### src/rtl/mdio_mgmt_pkg.sv
package mdio_mgmt_pkg;
  localparam int unsigned DATA_W    = 16;
  localparam int unsigned FIELD_W   = 5;
  localparam int unsigned BIT_WREQ  = 14;
  localparam int unsigned BIT_RREQ  = 13;
  localparam int unsigned PHY_LSB   = 8;
  localparam int unsigned REG_LSB   = 0;
  // bits after the preamble: start, opcode, two fields, turnaround, data
  localparam int unsigned BODY_LEN  = 2 + 2 + 2 * FIELD_W + 2 + DATA_W;
  // body bit index where a read releases the line (turnaround start)
  localparam int unsigned TA_POS    = 2 + 2 + 2 * FIELD_W;
  localparam logic [1:0]  SOF_BITS  = 2'b01;
  localparam logic [1:0]  OPC_READ  = 2'b10;
  localparam logic [1:0]  OPC_WRITE = 2'b01;
  localparam logic [1:0]  TA_DRIVE  = 2'b10;
endpackage

### src/rtl/mdio_clk_div.sv
module mdio_clk_div #(
  parameter int unsigned MDC_HALF = 4
) (
  input  logic clk,
  input  logic rst,
  output logic mdc,
  output logic rise_tick,
  output logic fall_tick
);
  localparam int unsigned CW = (MDC_HALF < 2) ? 1 : $clog2(MDC_HALF);
  localparam logic [CW-1:0] LAST = CW'(MDC_HALF - 1);

  logic [CW-1:0] cnt;
  logic          tick;

  assign tick      = (cnt == LAST);
  assign rise_tick = tick & ~mdc;
  assign fall_tick = tick &  mdc;

  always_ff @(posedge clk) begin
    if (rst) begin
      cnt <= '0;
      mdc <= 1'b0;
    end else if (tick) begin
      cnt <= '0;
      mdc <= ~mdc;
    end else begin
      cnt <= cnt + 1'b1;
    end
  end
endmodule

### src/rtl/mdio_frame_engine.sv
module mdio_frame_engine
  import mdio_mgmt_pkg::*;
#(
  parameter int unsigned PRE_LEN = 32
) (
  input  logic               clk,
  input  logic               rst,
  input  logic               start,
  input  logic               is_read,
  input  logic [FIELD_W-1:0] phy,
  input  logic [FIELD_W-1:0] regn,
  input  logic [DATA_W-1:0]  wdat,
  input  logic               rise_tick,
  input  logic               fall_tick,
  input  logic               mdio_i,
  output logic               mdio_o,
  output logic               mdio_oe,
  output logic               finish,
  output logic [DATA_W-1:0]  cap
);
  localparam int unsigned TOTAL = PRE_LEN + BODY_LEN;
  localparam int unsigned IW    = $clog2(TOTAL + 1);
  localparam logic [IW-1:0] L_PRE   = IW'(PRE_LEN);
  localparam logic [IW-1:0] L_TOTAL = IW'(TOTAL);
  localparam logic [IW-1:0] L_REL   = IW'(PRE_LEN + TA_POS);
  localparam logic [IW-1:0] L_SAMP  = IW'(PRE_LEN + TA_POS + 3);

  logic                active;
  logic                rd_q;
  logic [IW-1:0]       idx;
  logic [BODY_LEN-1:0] sh;

  assign finish = active & fall_tick & (idx == L_TOTAL);

  always_ff @(posedge clk) begin
    if (rst) begin
      active  <= 1'b0;
      rd_q    <= 1'b0;
      idx     <= '0;
      sh      <= '0;
      cap     <= '0;
      mdio_o  <= 1'b1;
      mdio_oe <= 1'b0;
    end else if (start) begin
      active <= 1'b1;
      rd_q   <= is_read;
      idx    <= '0;
      cap    <= '0;
      if (is_read)
        sh <= {SOF_BITS, OPC_READ, phy, regn, 2'b11, {DATA_W{1'b1}}};
      else
        sh <= {SOF_BITS, OPC_WRITE, phy, regn, TA_DRIVE, wdat};
    end else if (active) begin
      if (fall_tick) begin
        if (idx == L_TOTAL) begin
          active  <= 1'b0;
          mdio_o  <= 1'b1;
          mdio_oe <= 1'b0;
        end else begin
          idx <= idx + 1'b1;
          if (idx < L_PRE) begin
            mdio_o  <= 1'b1;
            mdio_oe <= 1'b1;
          end else begin
            mdio_o  <= sh[BODY_LEN-1];
            sh      <= {sh[BODY_LEN-2:0], 1'b1};
            mdio_oe <= ~(rd_q & (idx >= L_REL));
          end
        end
      end else if (rise_tick && rd_q && idx >= L_SAMP) begin
        cap <= {cap[DATA_W-2:0], mdio_i};
      end
    end
  end
endmodule

### src/rtl/mdio_mgmt_ctrl.sv
module mdio_mgmt_ctrl
  import mdio_mgmt_pkg::*;
#(
  parameter int unsigned MDC_HALF = 4,
  parameter int unsigned PRE_LEN  = 32
) (
  input  logic              clk,
  input  logic              rst,
  input  logic              cmd_we,
  input  logic [DATA_W-1:0] cmd_wdata,
  input  logic              wdat_we,
  input  logic [DATA_W-1:0] wdat_wdata,
  output logic [DATA_W-1:0] cmd_rd,
  output logic [DATA_W-1:0] rdat,
  output logic              mdc,
  input  logic              mdio_i,
  output logic              mdio_o,
  output logic              mdio_oe
);
  logic [DATA_W-1:0] cmd_q, wdat_q, rdat_q, cap;
  logic busy, start, finish, rise_tick, fall_tick;

  assign busy  = cmd_q[BIT_WREQ] | cmd_q[BIT_RREQ];
  assign start = cmd_we & ~busy & (cmd_wdata[BIT_WREQ] | cmd_wdata[BIT_RREQ]);

  mdio_clk_div #(.MDC_HALF(MDC_HALF)) div_i (
    .clk(clk), .rst(rst), .mdc(mdc),
    .rise_tick(rise_tick), .fall_tick(fall_tick)
  );

  mdio_frame_engine #(.PRE_LEN(PRE_LEN)) eng_i (
    .clk(clk), .rst(rst), .start(start),
    .is_read(~cmd_wdata[BIT_WREQ]),
    .phy(cmd_wdata[PHY_LSB +: FIELD_W]),
    .regn(cmd_wdata[REG_LSB +: FIELD_W]),
    .wdat(wdat_q), .rise_tick(rise_tick), .fall_tick(fall_tick),
    .mdio_i(mdio_i), .mdio_o(mdio_o), .mdio_oe(mdio_oe),
    .finish(finish), .cap(cap)
  );

  always_ff @(posedge clk) begin
    if (rst) begin
      cmd_q  <= '0;
      wdat_q <= '0;
      rdat_q <= '0;
    end else begin
      if (wdat_we)
        wdat_q <= wdat_wdata;
      if (finish) begin
        cmd_q[BIT_WREQ] <= 1'b0;
        cmd_q[BIT_RREQ] <= 1'b0;
        if (!cmd_q[BIT_WREQ])
          rdat_q <= cap;
      end else if (cmd_we && !busy) begin
        cmd_q <= cmd_wdata;
      end
    end
  end

  assign cmd_rd = cmd_q;
  assign rdat   = rdat_q;
endmodule

### config.mk
export PLATFORM = sky130hd
export DESIGN_NAME = mdio_mgmt_ctrl
export DESIGN_NICKNAME = d
export VERILOG_FILES = /design/src/rtl/mdio_mgmt_pkg.sv /design/src/rtl/mdio_clk_div.sv /design/src/rtl/mdio_frame_engine.sv /design/src/rtl/mdio_mgmt_ctrl.sv
export SDC_FILE = /design/constraint.sdc
export NUM_CORES = 1
export LEC_CHECK = 0
export ABC_AREA = 1
export BUFFER_PORTS_ARGS = -buffer_cell sky130_fd_sc_hd__buf_2
export CAP_MARGIN = 25
export CORE_ASPECT_RATIO = 2
export CORE_UTILIZATION = 45
export CTS_CLUSTER_DIAMETER = 200
export DETAILED_ROUTE_END_ITERATION = 8
export PLACE_DENSITY = 0.66
export SLEW_MARGIN = 10
export SYNTH_ARGS = -nofsm -noshare
export SYNTH_HDL_FRONTEND = slang
export SYNTH_SLANG_ARGS = --single-unit
### constraint.sdc
create_clock -name clk -period 3.5 [get_ports clk]
set_input_delay 0.35 -clock clk [delete_from_list [all_inputs] [get_ports clk]]
set_output_delay 0.35 -clock clk [all_outputs]
set_load 0.05 [all_outputs]
; Yosys cells after proc, flatten, opt, wreduce, memory -nomap -nowiden
; Cells that the tools add are included.
[word_totals]
out_inout_bits = 35
register_bits = 110
word_cells = 69
in_bits = 37
[op_classes]
eq_ne = 4
n_bitwise = 18
addsub = 2
n_mux = 14
reduce_logical = 15
magnitude_cmp = 3
[op_table]
columns = cell, count
row1 = $mux W32, 5
row2 = $mux W30, 1
row3 = $ge A7 B6 Y1 const B, 2
row4 = $not A1 Y1, 9
row5 = $reduce_and A3 Y1, 3
row6 = $mux W1, 8
row7 = $add A7 B1 Y7 const B, 1
row8 = $and A1 B1 Y1, 7
row9 = $eq A7 B7 Y1 const B, 1
row10 = $lt A7 B6 Y1 const B, 1
row11 = $reduce_or A2 Y1, 3
row12 = $ne A2 B1 Y1 const B, 2
row13 = $reduce_and A2 Y1, 2
row14 = $reduce_and A4 Y1, 1
row15 = $reduce_bool A2 Y1, 2
row16 = $logic_and A1 B1 Y1, 3
row17 = $add A2 B1 Y2 const B, 1
row18 = $eq A2 B2 Y1 const B, 1
row19 = $or A1 B1 Y1, 2
row20 = $logic_not A1 Y1, 1

; Logic depth before layout (Yosys ltp)
[logic_depth]
word_depth = 6
depth_mapped = 11
ltp_nobuf = 10

; By module
; From an unflattened synthesis, not the netlist that was laid out.
[hier_totals]
hier_cells = 723
area_unflattened_um2 = 4973.5
[by_module_without_submodules]
columns = module, area_per_inst_um2, n_inst, cells_each
row1 = mdio_frame_engine, 2927.8, 1, 437
row2 = mdio_mgmt_ctrl, 1930.6, 1, 272
row3 = mdio_clk_div, 115.1, 1, 14

; Least setup slack after synthesis
; No wires, ideal clock.
[synth_timing]
path_kind = reg-to-reg
startpoint = register div_i.mdc
endpoint = register rdat_q[5] (netlist: rdat[5])
t_required_ns = 3.368
stages_incl_launch_ff = 9
synth_period_minus_slack_ns = 1.735
slack_ns = 1.765
t_arrival_ns = 1.603
path_buffers = 1
path_cell_list = dfxtp_1 nand2_2 nor2_4 inv_2 nor2_8 nand2_2 buf_2 nand2_1 a21oi_1
[synth_between]
elab_chain_len = 4
[synth_lines]
columns = element, line
row1 = start: declaration, mdio_clk_div.sv:6  ; output logic mdc,
row2 = start signal: assignment, mdio_clk_div.sv:26  ; mdc <= ~mdc;
row3 = $and A1 B1 Y1, mdio_clk_div.sv:18  ; assign fall_tick = tick & mdc;
row4 = $and A1 B1 Y1 (2 in a row), mdio_frame_engine.sv:33  ; assign finish = active & fall_tick & (idx == L_TOTAL);
row5 = $reduce_and A2 Y1 (no line), --
row6 = end signal: assignment, mdio_mgmt_ctrl.sv:53  ; rdat_q <= cap;
row7 = end: declaration, mdio_mgmt_ctrl.sv:20  ; logic [DATA_W-1:0] cmd_q, wdat_q, rdat_q, cap;
; Every way passes these cells.
; A chain may end at the register's enable or synchronous reset.

; Final worst setup path
[layout_timing]
startpoint = register eng_i.idx[0]
endpoint = register eng_i.sh[9]
[layout_between]
elab_chain_len = 3
elab_cells_between_ends = 5
classes_between = order compare (1) / eq/ne (3) / reduce/logical (1)
[layout_lines]
columns = element, line
row1 = start: declaration, mdio_frame_engine.sv:30  ; logic [IW-1:0] idx;
row2 = start signal: assignment, mdio_frame_engine.sv:60  ; idx <= idx + 1'b1;
row3 = $lt A7 B6 Y1 or $eq A7 B7 Y1 (tied branches), "mdio_frame_engine.sv:61, mdio_frame_engine.sv:55"
row4 = $ne A2 B1 Y1 (no line), --
row5 = $reduce_and A4 Y1 (no line) (*), --
row6 = end signal: assignment, mdio_frame_engine.sv:50  ; sh <= {SOF_BITS, OPC_READ, phy, regn, 2'b11, {DATA_W{1'b1}}};
row7 = end signal: assignment, mdio_frame_engine.sv:52  ; sh <= {SOF_BITS, OPC_WRITE, phy, regn, TA_DRIVE, wdat};
row8 = end signal: assignment, mdio_frame_engine.sv:66  ; sh <= {sh[BODY_LEN-2:0], 1'b1};
row9 = end: declaration, mdio_frame_engine.sv:31  ; logic [BODY_LEN-1:0] sh;
; Mark *: on every way between the ends. The rest lies on a longest branch, timed or not.

==> results.toml <==
[cts]
h-tree-depth = 3
clkSinkCount = 110
cts-hold-fix-buffers = 0
clock_tree_from_tritoncts = "yes"
clock_transition_time_at_the_flip_flop_clock_pins_of_the_worst_setup_and_hold_paths_ps = 70
worstSkewPairLatency_ps = 350
postCtsSetupBuffers = 0
max-clock-path-buffers = 2
cts_resized = 0
cts_made_buffers = 9
cts_root_buf = "sky130_fd_sc_hd__clkbuf_16"

[placed_design]
gpl.final_weighted_congestion = 0.796
dp.final_hpwl_mm = 7.51
place_area_mm2 = 0.00507
io_buffers = 71

[timing]
final.min_clock_period_ps = 2420
achievable-frequency_mhz = 413
worst_hold_slack_ps = 219
timing.clock.skew_ps = 9.05
worst_pin_slew_ps = 599
totalNegativeSetupSlack_ps = 0
timing.final.crit_share = 0.692
grt_setup_unrepaired = "no"
finalSetupViolCount = 0
slew-limit-headroom = 0.599
drv_slew = 0
hold_viol_final = 0

[setup_path]
path_max_fanout = 31
worst_r2r_startpoint = "eng_i.idx[0]"
timing.setup.critical_path_class = "reg2reg"
end_kind = "register"
crit_arrival_ps = 2710
worstSetupStartpoint = "eng_i.idx[0]"
rrSetupSlack_ps = 1080
worst-endpoint-required_ps = 3790
kind_of_launch_point_of_the_worst_setup_path = "register"

[run_status]
status = "finished, final reports clean"

[finish]
fraction_of_layout_cells_with_a_size_suffix_above_1 = 0.147
layout.cell_area.non_filler_mm2 = 0.00535
finalNetCount = 765
utilization = 0.527
layout.cells.most_common_list = "sky130_fd_sc_hd__nand2_1 (172), sky130_fd_sc_hd__nor2_1 (134), sky130_fd_sc_hd__dfxtp_1 (110)"
insertedDiodeCount = 0
areaGrowthSynthToFinish_pct = 14.3
final_common_cell = "sky130_fd_sc_hd__nand2_1"

[drt]
post_dr_vias_cell = 4.86
via_count = 4197
routed_wirelength_mm = 10.3
drt.antenna.violating_nets = 0
drt_first_pass_iters = 4
violation_count_after_the_first_detailed_route_iteration = 150
drcViolationCount = 0
route.detailed.wl_per_inst_um = 12.0

[global_routing]
grt_max_degree = 38
number_of_antenna_violations_at_the_first_check_in_global_routing = 0
first_global_vias = 3941
global_route.usage.total = 0.206
grt_first_pass_wirelength_mm = 17.3
globalRoute.totalOverflow = 0

[yosys]
synth_cells = 668
synth.lib_cells_used.distinct = 27
yosys_warnings = 0
yosys_register_bits = 110
synth_area_per_cell_um2 = 7.01
netlist_area_mm2 = 0.00468
synth.net_count = 710
synth_seq_area_share = 0.470

[die]
die_w_um = 74.1
die_outline_area_mm2 = 0.0108
num_io_pins = 72
die-height_um = 146
placeableCoreArea_mm2 = 0.0101
effective_utilization_at_floorplan = 0.462
fp-row-count = 52

[worst_hold_path]
min_from = "wdat_wdata[8]"
worst_hold_path_type = "in2reg"

[power]
switching_power_w = 0.000741
static_leakage_power_nw = 2.52
power.share.switching = 0.280
comb_power_share = 0.124
ir_drop_mv = 0.424
internal_power_w = 0.00190
power.clock.fraction = 0.369
power.sequential.fraction = 0.507
power.density_mw_per_mm2 = 494

[job]
drv.max_cap_violation_count = 0
logic make-up (layout without fill, tap and decap cells):
| logic type | count (synthesis) | count (layout) | share of synthesized area |
|---|---|---|---|
| DFF | 110 | 110 | 0.470 |
| adders and majority gates | 5 | 5 | 0.0134 |
| xor gates and xnor gates | 2 | 2 | 0.00374 |
| AOI/OAI and AO/OA | 90 | 90 | 0.0967 |
| buffers and inverters | 83 | 143 | 0.0775 |
| and+or+nand+nor | 378 | 378 | 0.339 |
power by group through the flow:
| stage | Clock (W) | Sequential, W | Combinational, W |
|---|---|---|---|
| 3_5_place_dp | 0 | 0.00137 | 0.000330 |
| 3_3_place_gp | 0 | 0.00137 | 0.000324 |
| 2_1_floorplan | 0 | 0.00142 | 0.000195 |
| 6_report | 0.000976 | 0.00134 | 0.000328 |
| 4_1_cts | 0.00100 | 0.00134 | 0.000331 |
| 5_1_grt | 0.00106 | 0.00135 | 0.000371 |
path summary, 6_finish.rpt:
path,cells past startpoint,to
max reg2reg,10,eng_i.sh[9]
min reg2reg,1,div_i.cnt[0]
min,3,wdat_q[8]
max,10,eng_i.sh[9]
cell usage after synthesis, drive strengths merged:
cell type,number,area share
clkbuf,14,0.011
o21ai,61,0.065
nor3b,1,0.0016
xor2,2,0.0037
nand4,7,0.0093
nor3,2,0.0021
buf,17,0.025
ha,5,0.013
inv,50,0.040
nand2,177,0.14
o21bai,1,0.0016
a21oi,28,0.030
clkinv,2,0.0016
nand3b,1,0.0016
nor2,139,0.12
nand3,51,0.059
dfxtp,110,0.47
flip-flops by register name, summed over array words and instances, names as in the netlist:
signal and cells:
div_i.cnt 2, eng_i.cap 16, rdat 16, div_i.mdc 1
wdat_q 16, cmd_rd 16, eng_i.sh 32, eng_i.rd_q 1
eng_i.mdio_oe 1, eng_i.mdio_o 1, eng_i.idx 7, eng_i.active 1
worst max-delay path, cell delays in order (launching register included):
cell and delay (ps):
sky130_fd_sc_hd__dfxtp_1 370, sky130_fd_sc_hd__inv_1 180, sky130_fd_sc_hd__ha_1 180, sky130_fd_sc_hd__nand2_1 50
sky130_fd_sc_hd__inv_1 100, sky130_fd_sc_hd__nand3_4 140, sky130_fd_sc_hd__nand3_2 190, sky130_fd_sc_hd__nand2_2 380
sky130_fd_sc_hd__nor2_4 560, sky130_fd_sc_hd__nand2_1 110, sky130_fd_sc_hd__nand2_1 80
layer usage:
metal  wire length (um)  vias up  global-route usage
li1                   -     2209                   -
met1               4070     1915               0.208
met2               5790       61               0.386
met3                259       12              0.0400
met4                220        0              0.0865
met5                  0        -                   0
final cells by class:
class	count	area (um^2)
multi-input combinational	475	2120
fill	1051	4800
sequential	110	2200
clock buffer	10	229
clock inverter	6	53.8
timing repair buffer	75	385
tap	135	169
inverter	52	195
metrics by stage:
stage / power, W / std cells / setup WS (ps)
after floorplan: 0.00162 / 668 / 1770
after global placement: 0.00169 / 847 / 1120
after detailed placement: 0.00170 / 847 / 997
after CTS: 0.00267 / 863 / 1030
after global routing: 0.00278 / 863 / 716
final: 0.00264 / 863 / 1080
(Power assumes the default switching activity.)
